<file path="src/rtl/serial_trim_bank.sv">
module serial_trim_bank #(
  parameter int AW = 2,
  parameter int DW = 8,
  localparam int NCH = 1 << AW
) (
  input  logic              clk,
  input  logic              rst_n,
  input  logic              cs_n,
  input  logic              sclk,
  input  logic              sdi,
  input  logic              mid_n,
  input  logic              sleep_n,
  output logic              sdo,
  output logic              sleep_o,
  output logic [NCH*DW-1:0] chan_o
);
  localparam int FW = AW + DW;
  localparam logic [DW-1:0] MID = DW'(1) << (DW - 1);

  logic          cs_q, sclk_q, sdo_q;
  logic [FW-1:0] sr;
  logic [DW-1:0] lat [NCH];
  logic [AW-1:0] addr;
  logic          s_rise, s_fall, cs_rise;

  assign s_rise  = ~cs_n & sclk & ~sclk_q;
  assign s_fall  = ~cs_n & ~sclk & sclk_q;
  assign cs_rise = cs_n & ~cs_q;
  assign addr    = sr[FW-1:DW];

  always_ff @(posedge clk or negedge rst_n)
    if (!rst_n) begin
      cs_q   <= 1'b1;
      sclk_q <= 1'b0;
    end else begin
      cs_q   <= cs_n;
      sclk_q <= sclk;
    end

  always_ff @(posedge clk or negedge rst_n)
    if (!rst_n)      sr <= '0;
    else if (s_rise) sr <= {sr[FW-2:0], sdi};

  always_ff @(posedge clk or negedge rst_n)
    if (!rst_n)      sdo_q <= 1'b0;
    else if (!mid_n) sdo_q <= 1'b0;
    else if (s_fall) sdo_q <= sr[FW-1];

  assign sdo     = sleep_n ? sdo_q : 1'b1;
  assign sleep_o = ~sleep_n;

  assert_shift_in_R2: assert property (@(posedge clk) disable iff (!rst_n)
    s_rise |=> sr == {$past(sr[FW-2:0]), $past(sdi)});
  assert_idle_frame_R9: assert property (@(posedge clk) disable iff (!rst_n)
    cs_n |=> $stable(sr));
  assert_idle_sdo_R9: assert property (@(posedge clk) disable iff (!rst_n)
    (cs_n && mid_n) |=> $stable(sdo_q));
  assert_midscale_R7: assert property (@(posedge clk) disable iff (!rst_n)
    !mid_n |=> (chan_o == {NCH{MID}}) && !sdo_q);
  assert_sleep_hold_R8: assert property (@(posedge clk) disable iff (!rst_n)
    (!sleep_n && mid_n && !cs_rise) |=> $stable(chan_o));

  for (genvar i = 0; i < NCH; i++) begin : g_ch
    always_ff @(posedge clk or negedge rst_n)
      if (!rst_n)                          lat[i] <= MID;
      else if (!mid_n)                     lat[i] <= MID;
      else if (cs_rise && addr == AW'(i))  lat[i] <= sr[DW-1:0];

    assign chan_o[i*DW +: DW] = lat[i];

    assert_write_R3: assert property (@(posedge clk) disable iff (!rst_n)
      (cs_rise && mid_n && addr == AW'(i)) |=> lat[i] == $past(sr[DW-1:0]));
    assert_keep_R4: assert property (@(posedge clk) disable iff (!rst_n)
      (mid_n && !(cs_rise && addr == AW'(i))) |=> $stable(lat[i]));
  end
endmodule

</file>
<file path="config.mk">
export PLATFORM = sky130hd
export DESIGN_NAME = serial_trim_bank
export DESIGN_NICKNAME = d
export VERILOG_FILES = /design/src/rtl/serial_trim_bank.sv
export SDC_FILE = /design/constraint.sdc
export NUM_CORES = 1
export LEC_CHECK = 0
export CAP_MARGIN = 5
export CORE_MARGIN = 2
export CORE_UTILIZATION = 45
export DETAILED_ROUTE_END_ITERATION = 6
export PLACE_DENSITY_LB_ADDON = 0.05
export REMOVE_ABC_BUFFERS = 1
export SLEW_MARGIN = 20
export SYNTH_ARGS = -nofsm -noshare
export SYNTH_HDL_FRONTEND = slang
export SYNTH_SLANG_ARGS = --single-unit
</file>
<file path="constraint.sdc">
create_clock -name clk -period 1.3 [get_ports clk]
set_input_delay 0.195 -clock clk [delete_from_list [all_inputs] [get_ports clk]]
set_output_delay 0.195 -clock clk [all_outputs]
set_load 0.1 [all_outputs]
</file>
==> impl_metrics.json <==
{
  "outcome": "finished, violations left",
  "violations": "setup timing",
  "p_leak_nw": 1.42,
  "insertion_delay_ps": 290,
  "avgViaCountPerCell": 4.94,
  "placedCellCount": 245,
  "min_period_ps": 1320,
  "regArea_sq_um": 1130,
  "tightest_slew_ps": 318,
  "wl_per_cell_um": 15.2,
  "hold_viol_final": 0,
  "cts_tree": "built",
  "num_antenna_cells": 0,
  "skew_ps": 5.62,
  "synthCells": 148,
  "min_path_type": "in -> reg",
  "cap_violations": 0,
  "worstSetupPathType": "reg -> reg",
  "swShare_pct": 34.0,
  "core_sq_um": 4000,
  "cts.clk_slew.worst_paths_ps": 80,
  "p_per_area_nw_per_um2": 1280,
  "antenna_found_initial": 0,
  "clkSinkCount": 45,
  "wirelength_mm": 3.87,
  "critical_path_required_ps": 1520,
  "area_delta_synth_final_pct": 57.1,
  "vias": 1259,
  "ant_nets": 0,
  "final_layout_size_suffix_gt1_share_pct": 37.6,
  "ioPinCount": 41,
  "grt_use_met3_pct": 3.29,
  "cp-start-kind": "flop",
  "ys_seq_elements": 45,
  "p_clk_share_pct": 21.8,
  "clock-root-buffer": "clkbuf_8",
  "dr.pass1.iters": 4,
  "numCtsBuffers": 5,
  "max_clock_freq_ghz": 0.755,
  "fp-row-count": 23,
  "ys_seq_area_share_pct": 60.8,
  "avgSynthCellArea_sq_um": 12.6,
  "final_cell_count_no_fill": 255,
  "rsz0062_at_grt": "yes",
  "grtUsageTotal_pct": 19.4,
  "nFillCells": 264,
  "grt_pass1_wl_mm": 6.49,
  "yosys_warnings": 0,
  "relSlewSlack_pct": 78.7,
  "internal-power_mw": 2.47,
  "netlist_area_sq_um": 1860,
  "die_h_um": 68.3,
  "vdd_drop_max_uv": 992,
  "p_comb_share_pct": 31.7,
  "grtUsageMet2_pct": 31.9,
  "crit_path_max_fanout": 8,
  "grt.met1_usage_pct": 25.3,
  "die_area_sq_um": 4670,
  "final_nets": 211,
  "switching_power_mw": 1.27,
  "slew_violations": 0,
  "multi_input_comb_area_sq_um": 696,
  "grt.busiest_layer": "met2",
  "power_mw": 3.74,
  "fin_crit_sh_pct": 102,
  "synth_cell_type_count": 16,
  "worstSetupEndpointType": "flop",
  "dpl.hpwl_mm": 2.71,
  "die_x_um": 68.3,
  "fin_ws_ps": -23.7,
  "grt_pass1_vias": 1352,
  "clk_path_buf_depth": 2,
  "grt_overflow_total": 0,
  "seqPwrFrac_pct": 46.6,
  "setup_violations": 8,
  "initial_utilization_pct": 46.6,
  "htreeDepth": 2,
  "drt_iter0_drc": 30,
  "drcViolationCount": 0,
  "place_congestion": 0.751,
  "io_buffers": 40,
  "grt_max_degree": 46,
  "crit_arrival_ps": 1540
}
==> worst max-delay path, stage by stage (launching register included) <==
cell	delay (ps)
dfstp_2	390
or4b_4	540
buf_8	160
mux2i_1	160
==> power groups by stage <==
stage | logic [mW] | clock network, mW | registers [mW]
finish | 1.18 | 0.813 | 1.74
global route | 1.25 | 0.918 | 1.77
CTS | 1.17 | 0.829 | 1.74
detailed placement | 1.16 | 0 | 1.76
global placement | 1.13 | 0 | 1.75
floorplan | 0.320 | 0 | 2.09
==> stage by stage <==
step	cell area (sq um)	setup TNS (ps)	hold slack (ps)	setup slack [ps]	util, %
floorplan	1810	-4760	-101	-394	-
global placement	2790	-8550	190	-292	69.7
detailed placement	2790	-9500	188	-332	69.7
CTS	2880	-108	402	-30.2	72.1
global route	2930	-697	241	-69.3	73.2
finish	2930	-133	233	-23.7	73.2
==> placed cells by master (no fill, tap or decap) <==
master and instances:
buf_6 3, nand4b_1 1, clkdlybuf4s50_1 4, inv_1 1
nor2b_1 5, nand4bb_1 1, nor3b_1 1, dfrtp_1 40
mux2_2 10, buf_8 1, or4b_4 1, clkbuf_8 5
dfstp_2 5, dlygate4sd3_1 1, mux2i_2 1, nand2b_1 1
dlymetal6s2s_1 1, and4bb_2 1, nand2_1 37, clkbuf_1 3
buf_2 1, buf_12 38, buf_4 10, mux2i_1 32
nor3b_4 1
==> sequential cells by signal, summed over array words and instances (netlist names) <==
register  cells
sclk_q        1
chan_o       32
cs_q          1
sdo_q         1
sr           10
==> layout make-up <==
type                            count  share of cell area (%)
Multi-Input combinational cell     92                    23.8
Timing Repair Buffer               59                    32.5
Clock buffer                        8                    2.74
Sequential cell                    45                    38.7
Inverter                            1                   0.128
Tap cell                           50                    2.14
==> synth_stat cells (all sizes together) <==
master   count  share of area, %
nand4bb      1              0.60
mux2i       33                18
nor3b        2              0.81
mux2        10               6.0
and4bb       1              0.67
nand2       37               7.5
nor2b        5               1.7
buf          5               1.7
or4b         1              0.54
dfrtp       40                54
dfstp        5               7.1
nand4b       1              0.47
clkbuf       5               1.0
nand2b       1              0.34
inv          1              0.20
==> repair_timing <==
| action | in CTS | in global routing |
|---|---|---|
| pin swaps | 1 | 1 |
| hold buffers | 1 | 0 |
| hold endpoints to repair | 40 | 0 |
| buffers inserted | 0 | 0 |
| endpoints found under the setup margin | 8 | 21 |
| gates cloned | 0 | 1 |
| gates resized for setup | 1 | 11 |
==> path summary, 6_finish.rpt <==
check	startpoint	to	slack, ps	cells after the start
setup / recovery	cs_q	chan_o[4]	-20	3
hold / removal	cs_n	cs_q	230	2
setup reg to reg	cs_q	chan_o[4]	-20	3
hold reg to reg	sdo_q	sdo_q	530	2
max in group asynchronous	rst_n	cs_q	620	3
min in group asynchronous	rst_n	chan_o[13]	410	3
==> cells by family (layout without fill, tap and decap cells) <==
kind of cell | count (synthesis) | after routing | share of synthesized area (%)
buffers and inverters | 11 | 68 | 2.89
multiplexers | 43 | 43 | 23.8
flip-flops | 45 | 45 | 60.8
AND/OR/NAND/NOR | 49 | 49 | 12.6
==> metal layers <==
layer	share of wire [%]	vias to the layer above
met5	0	-
met4	1.3	0
met3	3.5	5
met2	53	32
met1	42	614
li1	-	608
No activity file was read; power rests on OpenSTA's default activity.
